[src/rtl/cg_pkg.sv]
// Package: shared constants of the clock gating controller.
// Assumes a 2-bit word offset space and three power domains.
package cg_pkg;
    localparam int unsigned ADDR_W    = 2;
    localparam int unsigned NUM_DOM   = 3;
    localparam logic [ADDR_W-1:0] OFS_PERI = 2'd0;
    localparam logic [ADDR_W-1:0] OFS_HINT = 2'd1;
    localparam logic [ADDR_W-1:0] OFS_STAT = 2'd2;
    localparam logic [ADDR_W-1:0] OFS_JIT  = 2'd3;
    localparam int unsigned DOM_IO   = 0;
    localparam int unsigned DOM_MAIN = 1;
    localparam int unsigned DOM_USB  = 2;
endpackage

[src/rtl/cg_regfile.sv]
// Module: software register file of the gating controller.
// Holds peripheral enables, hints and jitter enable; status is an input
// from the transactional gate and is read-only. Assumes field widths <= DATA_W.
module cg_regfile
    import cg_pkg::*;
#(
    parameter int unsigned NUM_PERI  = 4,
    parameter int unsigned NUM_TRANS = 4,
    parameter int unsigned DATA_W    = 32
) (
    input  logic                 clk_i,
    input  logic                 rst_ni,
    input  logic                 wr_en_i,
    input  logic [ADDR_W-1:0]    wr_addr_i,
    input  logic [DATA_W-1:0]    wr_data_i,
    input  logic [ADDR_W-1:0]    rd_addr_i,
    output logic [DATA_W-1:0]    rd_data_o,
    input  logic [NUM_TRANS-1:0] status_i,
    output logic [NUM_PERI-1:0]  peri_q_o,
    output logic [NUM_TRANS-1:0] hint_q_o,
    output logic                 jit_q_o
);
    logic wr_peri, wr_hint, wr_jit;

    // Decode which writable register a strobe targets.
    always_comb begin
        wr_peri = wr_en_i && (wr_addr_i == OFS_PERI);
        wr_hint = wr_en_i && (wr_addr_i == OFS_HINT);
        wr_jit  = wr_en_i && (wr_addr_i == OFS_JIT);
    end

    // Store peripheral enables; all on after reset.
    always_ff @(posedge clk_i) begin
        if (!rst_ni)      peri_q_o <= '1;
        else if (wr_peri) peri_q_o <= wr_data_i[NUM_PERI-1:0];
    end

    // Store hints; all set after reset.
    always_ff @(posedge clk_i) begin
        if (!rst_ni)      hint_q_o <= '1;
        else if (wr_hint) hint_q_o <= wr_data_i[NUM_TRANS-1:0];
    end

    // Store jitter enable; off after reset.
    always_ff @(posedge clk_i) begin
        if (!rst_ni)     jit_q_o <= 1'b0;
        else if (wr_jit) jit_q_o <= wr_data_i[0];
    end

    // Return the addressed register, zero-extended.
    always_comb begin
        rd_data_o = '0;
        unique case (rd_addr_i)
            OFS_PERI: rd_data_o[NUM_PERI-1:0]  = peri_q_o;
            OFS_HINT: rd_data_o[NUM_TRANS-1:0] = hint_q_o;
            OFS_STAT: rd_data_o[NUM_TRANS-1:0] = status_i;
            default:  rd_data_o[0]             = jit_q_o;
        endcase
    end


    jit_write_chk: assert property (@(posedge clk_i) disable iff (!rst_ni)
        (wr_en_i && wr_addr_i == OFS_JIT) |=> (jit_q_o == $past(wr_data_i[0])));


    stat_no_side_effect_chk: assert property (@(posedge clk_i) disable iff (!rst_ni)
        (wr_en_i && wr_addr_i == OFS_STAT) |=> ($stable(peri_q_o) && $stable(hint_q_o) && $stable(jit_q_o)));
endmodule

[src/rtl/cg_peri_gate.sv]
// Module: peripheral clock enables.
// Each peripheral takes its register bit ANDed with the enable of its
// power domain (chosen by PERI_DOM_MAP, 2 bits per peripheral), registered.
// Scan mode overrides the registered value combinationally.
module cg_peri_gate
    import cg_pkg::*;
#(
    parameter int unsigned NUM_PERI = 4,
    parameter logic [2*NUM_PERI-1:0] PERI_DOM_MAP = 8'b01_00_10_00
) (
    input  logic                 clk_i,
    input  logic                 rst_ni,
    input  logic                 scan_en_i,
    input  logic [NUM_DOM-1:0]   dom_clk_en_i,
    input  logic [NUM_PERI-1:0]  peri_q_i,
    output logic [NUM_PERI-1:0]  peri_clk_en_o
);
    logic [NUM_PERI-1:0] dom_sel;
    logic [NUM_PERI-1:0] en_q;

    for (genvar i = 0; i < NUM_PERI; i++) begin : g_peri
        localparam int unsigned DIDX = int'(PERI_DOM_MAP[2*i +: 2]);

        // Pick the domain enable that qualifies this peripheral.
        always_comb dom_sel[i] = dom_clk_en_i[DIDX];

        // Register the qualified enable; on after reset.
        always_ff @(posedge clk_i) begin
            if (!rst_ni) en_q[i] <= 1'b1;
            else         en_q[i] <= peri_q_i[i] & dom_sel[i];
        end


        peri_follow_chk: assert property (@(posedge clk_i) disable iff (!rst_ni)
            (!peri_q_i[i] || !dom_clk_en_i[DIDX]) |=> (!en_q[i]));
    end

    // Apply the scan override.
    always_comb peri_clk_en_o = en_q | {NUM_PERI{scan_en_i}};
endmodule

[src/rtl/cg_trans_gate.sv]
// Module: transactional-unit clock enables and hint status.
// A unit's clock runs while its hint is set or it is busy, and only when
// the main domain is enabled; scan overrides combinationally.
module cg_trans_gate #(
    parameter int unsigned NUM_TRANS = 4
) (
    input  logic                 clk_i,
    input  logic                 rst_ni,
    input  logic                 scan_en_i,
    input  logic                 main_en_i,
    input  logic [NUM_TRANS-1:0] hint_q_i,
    input  logic [NUM_TRANS-1:0] idle_i,
    output logic [NUM_TRANS-1:0] trans_clk_en_o,
    output logic [NUM_TRANS-1:0] hint_status_o
);
    logic [NUM_TRANS-1:0] want_on;
    logic [NUM_TRANS-1:0] en_q;

    // A unit needs its clock when hinted on or still busy.
    always_comb want_on = hint_q_i | ~idle_i;

    // Register the gate enables, masked by the main domain.
    always_ff @(posedge clk_i) begin
        if (!rst_ni) en_q <= '1;
        else         en_q <= want_on & {NUM_TRANS{main_en_i}};
    end

    // Register the effective hint state for readback.
    always_ff @(posedge clk_i) begin
        if (!rst_ni) hint_status_o <= '1;
        else         hint_status_o <= want_on;
    end

    // Apply the scan override.
    always_comb trans_clk_en_o = en_q | {NUM_TRANS{scan_en_i}};

    for (genvar i = 0; i < NUM_TRANS; i++) begin : g_chk

        busy_keeps_clk_chk: assert property (@(posedge clk_i) disable iff (!rst_ni)
            (main_en_i && !idle_i[i]) |=> en_q[i]);

        idle_clear_stops_chk: assert property (@(posedge clk_i) disable iff (!rst_ni)
            (!hint_q_i[i] && idle_i[i]) |=> !en_q[i]);

        hint_starts_clk_chk: assert property (@(posedge clk_i) disable iff (!rst_ni)
            (main_en_i && hint_q_i[i]) |=> en_q[i]);
    end


    main_off_chk: assert property (@(posedge clk_i) disable iff (!rst_ni)
        !main_en_i |=> (en_q == '0));
endmodule

[src/rtl/hint_clk_gate_ctrl.sv]
// Module: top of the hint-driven clock gating controller.
// Ties the register file to the peripheral and transactional gates and
// registers the per-domain status outputs. Synchronous active-low reset.
module hint_clk_gate_ctrl
    import cg_pkg::*;
#(
    parameter int unsigned NUM_PERI  = 4,
    parameter int unsigned NUM_TRANS = 4,
    parameter int unsigned DATA_W    = 32,
    parameter logic [2*NUM_PERI-1:0] PERI_DOM_MAP = 8'b01_00_10_00
) (
    input  logic                 clk_i,
    input  logic                 rst_ni,
    input  logic                 scan_en_i,
    input  logic [2:0]           dom_clk_en_i,
    input  logic [NUM_TRANS-1:0] idle_i,
    input  logic                 wr_en_i,
    input  logic [1:0]           wr_addr_i,
    input  logic [DATA_W-1:0]    wr_data_i,
    input  logic [1:0]           rd_addr_i,
    output logic [DATA_W-1:0]    rd_data_o,
    output logic [NUM_PERI-1:0]  peri_clk_en_o,
    output logic [NUM_TRANS-1:0] trans_clk_en_o,
    output logic [2:0]           dom_status_o,
    output logic                 jitter_en_o
);
    logic [NUM_PERI-1:0]  peri_q;
    logic [NUM_TRANS-1:0] hint_q;
    logic [NUM_TRANS-1:0] hint_status;
    logic                 jit_q;

    cg_regfile #(
        .NUM_PERI (NUM_PERI),
        .NUM_TRANS(NUM_TRANS),
        .DATA_W   (DATA_W)
    ) u_regs (
        .clk_i    (clk_i),
        .rst_ni   (rst_ni),
        .wr_en_i  (wr_en_i),
        .wr_addr_i(wr_addr_i),
        .wr_data_i(wr_data_i),
        .rd_addr_i(rd_addr_i),
        .rd_data_o(rd_data_o),
        .status_i (hint_status),
        .peri_q_o (peri_q),
        .hint_q_o (hint_q),
        .jit_q_o  (jit_q)
    );

    cg_peri_gate #(
        .NUM_PERI    (NUM_PERI),
        .PERI_DOM_MAP(PERI_DOM_MAP)
    ) u_peri (
        .clk_i        (clk_i),
        .rst_ni       (rst_ni),
        .scan_en_i    (scan_en_i),
        .dom_clk_en_i (dom_clk_en_i),
        .peri_q_i     (peri_q),
        .peri_clk_en_o(peri_clk_en_o)
    );

    cg_trans_gate #(
        .NUM_TRANS(NUM_TRANS)
    ) u_trans (
        .clk_i         (clk_i),
        .rst_ni        (rst_ni),
        .scan_en_i     (scan_en_i),
        .main_en_i     (dom_clk_en_i[DOM_MAIN]),
        .hint_q_i      (hint_q),
        .idle_i        (idle_i),
        .trans_clk_en_o(trans_clk_en_o),
        .hint_status_o (hint_status)
    );

    // Track the power-manager enables one edge behind.
    always_ff @(posedge clk_i) begin
        if (!rst_ni) dom_status_o <= '0;
        else         dom_status_o <= dom_clk_en_i;
    end

    // Drive the jitter output from its register.
    always_comb jitter_en_o = jit_q;


    dom_status_chk: assert property (@(posedge clk_i) disable iff (!rst_ni)
        1'b1 |=> (dom_status_o == $past(dom_clk_en_i)));


    scan_forces_on_chk: assert property (@(posedge clk_i) disable iff (!rst_ni)
        scan_en_i |-> ((&peri_clk_en_o) && (&trans_clk_en_o)));
endmodule

[config.mk]
export PLATFORM = sky130hd
export DESIGN_NAME = hint_clk_gate_ctrl
export DESIGN_NICKNAME = d
export VERILOG_FILES = /design/src/rtl/cg_pkg.sv /design/src/rtl/cg_regfile.sv /design/src/rtl/cg_peri_gate.sv /design/src/rtl/cg_trans_gate.sv /design/src/rtl/hint_clk_gate_ctrl.sv
export SDC_FILE = /design/constraint.sdc
export NUM_CORES = 1
export LEC_CHECK = 0
export BUFFER_PORTS_ARGS = -buffer_cell sky130_fd_sc_hd__buf_2
export CAP_MARGIN = 10
export CORE_MARGIN = 2
export CORE_UTILIZATION = 40
export DETAILED_ROUTE_END_ITERATION = 16
export PLACE_DENSITY = 0.9
export SLEW_MARGIN = 25
export SYNTH_ARGS = -nofsm -noshare
export SYNTH_HDL_FRONTEND = slang
export SYNTH_SLANG_ARGS = --single-unit
[constraint.sdc]
create_clock -name clk_i -period 1.9 [get_ports clk_i]
set_input_delay 0.19 -clock clk_i [delete_from_list [all_inputs] [get_ports clk_i]]
set_output_delay 0.19 -clock clk_i [all_outputs]
set_load 0.005 [all_outputs]
# [Word level (Yosys, flattened, before mapping)]
# Cells that the tools add are included.
# W data, S select, Z words.
[op_classes] n_eq_ne=4 n_mux=2 bitwise=9 reduce_logical=5
[op_table] op="$or A4 B4 Y4" n=3
[op_table] op="$pmux W3 S3" n=1
[op_table] op="$and A1 B1 Y1" n=4
[op_table] op="$and A4 B4 Y4" n=1
[op_table] op="$eq A2 B1 Y1 const B" n=2
[op_table] op="$eq A2 B2 Y1 const B" n=2
[op_table] op="$logic_not A2 Y1" n=2
[op_table] op="$not A4 Y4" n=1
[op_table] op="$logic_and A1 B1 Y1" n=3
[op_table] op="$pmux W1 S3" n=1
[word_totals] regBits=24 input_bits=47 elab_cells=30

# [Longest topological paths before layout]
# Gate-level depths: netlist (run 1).
[depth] depth_word=3 mapped_depth=3 depth_no_buf=2

# [Hierarchy]
# Synthesis (run 1) repeated with hierarchy kept, for this count alone.
[hier_totals] hier_cells=117 area_unflattened_um2=1164.9
[by_module_without_submodules] mod="cg_regfile" n_inst=1 cells_per_inst=74 area_per_inst_um2=691.9
[by_module_without_submodules] mod="cg_trans_gate" n_inst=1 cells_per_inst=25 area_per_inst_um2=249.0
[by_module_without_submodules] mod="cg_peri_gate" n_inst=1 cells_per_inst=12 area_per_inst_um2=145.1
[by_module_without_submodules] mod="hint_clk_gate_ctrl" n_inst=1 cells_per_inst=6 area_per_inst_um2=78.8

# [Least setup slack after synthesis (run 1)]
# OpenSTA, ideal clock, no wires.
[synth_timing] path_type="register -> output" startpoint="register u_regs.jit_q_o" endpoint="output rd_data_o[0]" arrival_ns=0.776 slack_ns=0.934 path_stages_with_launch=2 n_path_buf=0 cell_sequence="dfxtp_1 -> mux4_2"
[synth_between] elab_chain_cells=1
[synth_lines] item="start: declaration" line_no="cg_regfile.sv:21" text="output logic jit_q_o"
[synth_lines] item="start signal: assignment" line_no="cg_regfile.sv:47" text="else if (wr_jit) jit_q_o <= wr_data_i[0];"
[synth_lines] item="$pmux W1 S3" line_no="cg_regfile.sv:53" text="unique case (rd_addr_i)"
[synth_lines] item="end: declaration" line_no="hint_clk_gate_ctrl.sv:21" text="output logic [DATA_W-1:0] rd_data_o,"
# Every way passes these cells.

# [Worst setup path in the final report (run 1)]
# Same ends and word-level chain as after synthesis.

==> impl_metrics.tcl, run 1 <==
set metrics [dict create \
    yosys-top-cells-area "dfxtp_1 (41%), buf_4 (18%), mux2i_1 (10%)" \
    grt_max_degree 30 \
    final.period_utilization 0.761 \
    drc_errors 0 \
    synth_cell_types 18 \
    die_x_um 58.1 \
    path_cells "mux4_2 > buf_2" \
    yosysTopAreaCellShare 0.411 \
    grt_setup_unrepaired "false" \
    htreeDepth 1 \
    nets 204 \
    critical_path_class "flip-flop to output pin" \
    numCtsBuffers 3 \
    synth_area_per_cell_um2 9.35 \
    power_frac_comb 0.124 \
    clkTransAtPathRegs_ns 0.12 \
    cts_sinks 24 \
    post-cts-setup-buffers 0 \
    finalWorstSetupSlack_ns 0.454 \
    num_rows 19 \
    cp-end-kind "output pin" \
    gp_congestion 0.766 \
    antenna_cells 0 \
    drtIter0Drc 18 \
    worst_r2r_startpoint "u_regs.hint_q_o[2]" \
    synth_adder_area_share 0 \
    cts_tree "built" \
    p_leak_nw 0.617 \
    crit_end "rd_data_o[0]" \
    multi_input_area_um2 544 \
    place_ws_ns 0.746 \
    cp_slowest_cell "mux4_2" \
    max_freq_ghz 0.692 \
    final_antenna_net_count 0 \
    dr.pass1.iters 3 \
    powerDensity_nw_per_um2 711 \
    cts-root-buf "clkbuf_4" \
    r2r_cells 2 \
    whs_ns 0.0844 \
    area_growth_syn_to_layout_pct 8.99 \
    drive_gt1_frac 0.301 \
    p_sw_w 0.000208 \
    post-place-cells 183 \
    period_needed_ns 1.45 \
    final.setup_skew_ns 0.00879 \
    num_vias 758 \
    switching_share 0.230 \
    fin_area_um2 1270 \
    chipHeight_um 58.1 \
    dp_hpwl_um 1440 \
    place_area_um2 1240 \
    clock_latency_ns 0.32 \
    ff2ff_setup_slack_ns 1.13 \
    grt_antenna_before_repair 0 \
    crit-reg2reg-capture "u_trans.en_q[2]" \
    vdd_drop_max_mv 0.523 \
    slew_viol_final 0 \
    synth_warnings 0 \
    core_area_um2 2760 \
    wirelength_um 1740 \
    seq_area_um2 480 \
    synth_top_family_by_area "simple AND/OR/NAND/NOR gates" \
    die-area_um2 3370 \
    ios 91 \
    setup-violations-final 0 \
    cts_hold_buf 0 \
    routedWlPerCell_um 9.28 \
    first_global_vias 634 \
    start_util 0.424 \
    cp.required_ns 1.71 \
    crit_path_max_fanout 3 \
    port_buffers 34 \
    syn_inst 125 \
    synth.mux.area_fraction 0.122 \
    finalHoldViolations 0 \
    via_per_inst 4.05 \
    setup_tns_ns 0 \
    clkPwrFrac 0.288 \
    min_path_type "input port to flip-flop" \
    slowest_delay_ns 0.45 \
    syn_area_um2 1170 \
    worstSetupStartpointType "flip-flop" \
    synth-compound-area-share 0.0396 \
    final_cells 187 \
    grt_overflow 0 \
    clockBufferDepth 2 \
    synthSimpleGateAreaFrac 0.214 \
    n_fill_cell 286 \
    drv_cap 0 \
    power_frac_seq 0.588 \
    worstSetupStartpoint "u_regs.jit_q_o" \
    yosys.area.top_type "dfxtp_1" \
    crit_arrival_ns 1.26 \
    internal_power_w 0.000697 \
    grt_usage 0.111 \
    yosysSeqAreaShare 0.411 \
    outcome "finished clean" \
    synth_xor_xnor_area_share 0 \
    synth-seq-cells 24 \
    ctsResizeCount 0 \
    grt_pass1_wl_um 2770 \
]
synthesized netlist by cell type, drive strengths merged:
library cell / number
mux4: 1
nand2: 14
nand3: 1
mux2i: 12
inv: 1
conb: 1
clkbuf: 4
buf: 30
and2: 3
o2bb2ai: 3
or3b: 1
o21ai: 4
dfxtp: 24
and3b: 1
nor2b: 17
or2: 8
worst min path at each step:
stage                         start               to  depth (start not counted)
detailed placement  dom_clk_en_i[2]  dom_status_o[2]                          2
floorplan           dom_clk_en_i[0]   u_peri.en_q[0]                          2
CTS                 dom_clk_en_i[2]  dom_status_o[2]                          2
global placement    dom_clk_en_i[2]   u_peri.en_q[1]                          3
global route        dom_clk_en_i[2]  dom_status_o[2]                          2
finish              dom_clk_en_i[2]  dom_status_o[2]                          2
area by class of cell:
type | count | area share
timing repair buffer | 34 | 0.134
multi-input combinational | 93 | 0.427
sequential | 24 | 0.377
tap | 31 | 0.0305
inverter | 1 | 0.00295
clock buffer | 4 | 0.0285
state kept, by name (all words and copies together), names as in the netlist:
register,flops
u_trans.en_q,4
u_trans.hint_status_o,4
u_regs.jit_q_o,1
u_peri.en_q,4
dom_status_o,3
u_regs.hint_q_o,4
u_regs.peri_q_o,4
cells by family after synthesis:
logic type,after synthesis
mux,13
compound gates,7
simple gates,45
buf+inv,35
other cells,1
flops,24
routing by layer:
metal | part of all wire | GRT usage | wire (um)
met1 | 0.42 | 0.130 | 723
met2 | 0.45 | 0.175 | 789
met4 | 0.016 | 0.0399 | 27
met5 | 0 | 0 | 0
met3 | 0.11 | 0.0536 | 193
power groups by stage:
| stage | logic (W) | clock network, W | registers (W) |
|---|---|---|---|
| after floorplan | 0.000112 | 0 | 0.000542 |
| after global placement | 0.000111 | 0 | 0.000544 |
| after detailed placement | 0.000113 | 0 | 0.000544 |
| after CTS | 0.000113 | 0.000270 | 0.000533 |
| after global routing | 0.000130 | 0.000287 | 0.000535 |
| final | 0.000112 | 0.000260 | 0.000533 |
placed cells by master, fill, tap and decap left out:
master     count
nor2b_1       17
or2_2          8
dfxtp_1       24
nand2_1       14
clkbuf_8       1
conb_1        28
mux4_2         1
buf_2         34
clkbuf_4       3
nand3_1        1
inv_1          1
and3b_1        1
and2_1         3
or3b_1         1
o21ai_0        4
o2bb2ai_1      3
mux2i_1       12
per-stage QoR:
stage	utilization	total power (W)
2_1_floorplan	-	0.000654
3_3_place_gp	0.449	0.000655
3_5_place_dp	0.449	0.000658
4_1_cts	0.462	0.000917
5_1_grt	0.462	0.000952
6_report	0.462	0.000905
worst max-delay path, delay by kind of cell, from the launching register on:
kind     cells  cell delay (ns)
mux          1             0.45
flops        1             0.34
buf+inv      1             0.14
No activity file was read; power rests on OpenSTA's default activity.
==> inputs of run 2 (changes only) <==
--- a/config.mk
+++ b/config.mk
@@ -5,12 +5,13 @@
 export SDC_FILE = /design/constraint.sdc
 export NUM_CORES = 1
 export LEC_CHECK = 0
+export ABC_AREA = 1
 export BUFFER_PORTS_ARGS = -buffer_cell sky130_fd_sc_hd__buf_2
 export CAP_MARGIN = 10
 export CORE_MARGIN = 2
-export CORE_UTILIZATION = 40
+export CORE_UTILIZATION = 38
 export DETAILED_ROUTE_END_ITERATION = 16
-export PLACE_DENSITY = 0.9
+export PLACE_DENSITY = 0.87
 export SLEW_MARGIN = 25
 export SYNTH_ARGS = -nofsm -noshare
 export SYNTH_HDL_FRONTEND = slang
==> constraint.sdc (replaced) <==
create_clock -name clk_i -period 1.5 [get_ports clk_i]
set_input_delay 0.15 -clock clk_i [delete_from_list [all_inputs] [get_ports clk_i]]
set_output_delay 0.15 -clock clk_i [all_outputs]
set_load 0.005 [all_outputs]
==> run 2 against run 1 <==
Net effect:
- highest routed layer unchanged
- clock skew is 0.0052 ns lower
- global-route usage up 1.0 points
- critical path type unchanged
- utilization is 0.57 points lower
==> impl_metrics.tcl, run 2 <==
set metrics [dict create \
    outcome "finished clean" \
    cp.required_ns 1.35 \
    crit_buf_inv 1 \
    final.period_utilization 0.774 \
    grt_overflow 0 \
    cp-end-kind "output pin" \
    finalHoldViolations 0 \
    cts_sinks 24 \
    whs_ns 0.0273 \
    slew_viol_final 0 \
    grt_setup_unrepaired "false" \
    drtIter0Drc 17 \
    synthArstFlopShare 0 \
    cts_tree "built" \
    place_ws_ns 0.575 \
    routedWlPerCell_um 9.65 \
    max_freq_ghz 0.861 \
    min_path_type "input port to flip-flop" \
    drive_gt1_frac 0.257 \
    synth-compound-area-share 0.0177 \
    wirelength_um 2070 \
    synthSimpleGateAreaFrac 0.315 \
    post-cts-setup-buffers 0 \
    yosys-top-cells-area "dfxtp_1 (42%), buf_4 (19%), nand3_1 (12%)" \
    via_per_inst 4.34 \
    area_growth_syn_to_layout_pct 12.2 \
    synth-edff-count 0 \
    clockBufferDepth 2 \
    period_needed_ns 1.16 \
    grt_antenna_before_repair 0 \
    crit-reg2reg-capture "u_trans.en_q[3]" \
    yosysSeqAreaShare 0.425 \
    htreeDepth 1 \
    synth_cell_types 12 \
    worstSetupPathDepth 2 \
    worstHoldStart "dom_clk_en_i[2]" \
    cts_hold_buf 0 \
    ys.flop_type "dfxtp_1" \
    crit_arrival_ns 1.01 \
    cts-root-buf "clkbuf_4" \
    cp_slowest_cell "dfxtp_1" \
    clkTransAtPathRegs_ns 0.13 \
    chipHeight_um 58.6 \
    drv_cap 0 \
    synth.mux.area_fraction 0 \
    synth_warnings 0 \
    powerDensity_nw_per_um2 1040 \
    dr.pass1.iters 4 \
    setup-violations-final 0 \
    numCtsBuffers 3 \
    num_vias 929 \
    p_leak_nw 0.687 \
    synth_xor_xnor_area_share 0 \
    whs_endpoint "dom_status_o[2]" \
    r2r_cells 2 \
    finalWorstSetupSlack_ns 0.338 \
    synth_adder_area_share 0 \
    slowest_delay_ns 0.32 \
    crit_family "flip-flops" \
    power.total_w 0.00131 \
    first_global_vias 749 \
    post-place-cells 210 \
    grt_pass1_wl_um 3170 \
    grt_max_degree 25 \
    clock_latency_ns 0.31 \
    num_rows 19 \
    die-area_um2 3430 \
    final_cell_mix "buf_2 (34), nand2_1 (30), conb_1 (28)" \
    nets 231 \
    final_cells 214 \
    ios 91 \
    grt_usage 0.121 \
    die_x_um 58.6 \
    path_cells "or2_2 > buf_2" \
    crit_path_max_fanout 1 \
    antenna_cells 0 \
    vdd_drop_max_mv 0.562 \
    syn_area_um2 1130 \
    yosys.area.top_type "dfxtp_1" \
    worstSetupStartpointType "flip-flop" \
    yosysTopAreaCellShare 0.425 \
    drc_errors 0 \
    synth_area_per_cell_um2 7.59 \
    final_antenna_net_count 0 \
    syn_inst 149 \
    setup_tns_ns 0 \
    dp_hpwl_um 1640 \
    worst_r2r_startpoint "u_regs.hint_q_o[3]" \
    min_path_cells 3 \
    synth-seq-cells 24 \
    gp_congestion 0.837 \
    final.setup_skew_ns 0.00355 \
    synth_common_cells "nand2_1 (30), buf_4 (28), nand3_1 (26)" \
    synth.most_common_cell "nand2_1" \
    critical_path_class "flip-flop to output pin" \
    port_buffers 34 \
    ctsResizeCount 0 \
    synth_top_family_by_area "simple AND/OR/NAND/NOR gates" \
    ff2ff_setup_slack_ns 0.77 \
    final_common_cell "buf_2" \
    start_util 0.407 \
    core_area_um2 2780 \
]
==> run 2: tightest hold or removal path, cell delays in order <==
cell	delay, ns
buf_2	0.09
nand2_1	0.04
inv_1	0.04
==> run 2: worst max path at each step <==
stage                         startpoint               end
after floorplan           u_peri.en_q[0]  peri_clk_en_o[0]
after global placement      rd_addr_i[0]      rd_data_o[0]
after detailed placement    rd_addr_i[0]      rd_data_o[2]
after CTS                 u_regs.jit_q_o      rd_data_o[0]
after global routing      u_regs.jit_q_o      rd_data_o[0]
final                     u_peri.en_q[2]  peri_clk_en_o[2]
==> run 2: final cells by class <==
| cell class | count | area, um2 |
|---|---|---|
| fill | 302 | 1510 |
| multi-input combinational | 109 | 482 |
| sequential | 24 | 480 |
| timing repair buffer | 34 | 170 |
| inverter | 12 | 45.0 |
| tap | 31 | 38.8 |
| clock inverter | 1 | 30.0 |
| clock buffer | 3 | 22.5 |
==> run 2: per-layer routing <==
layer,GRT usage,share of wire,routed length (um),vias up
met2,0.201,0.50,1030,42
met5,0,0,0,-
met4,0.0498,0.0063,13,0
met3,0.0286,0.093,193,2
li1,-,-,-,486
met1,0.149,0.40,825,399
==> run 2: logic make-up after synthesis <==
logic type,after synthesis
other,1
AND/OR/NAND/NOR,77
flip-flops,24
AO/OA/AOI/OAI,4
buffers and inverters,43
==> run 2: power by group <==
group	internal [W]	total, W	switching, W
sequential	0.000670	0.000685	0.0000150
clock	0.000270	0.000462	0.000192
combinational	0.0000674	0.000166	0.0000989
==> run 2: per-stage QoR <==
stage	area [um2]	utilization
final	1270	0.456
after floorplan	1230	-
after global routing	1270	0.456
after global placement	1220	0.437
after detailed placement	1220	0.437
after CTS	1270	0.456
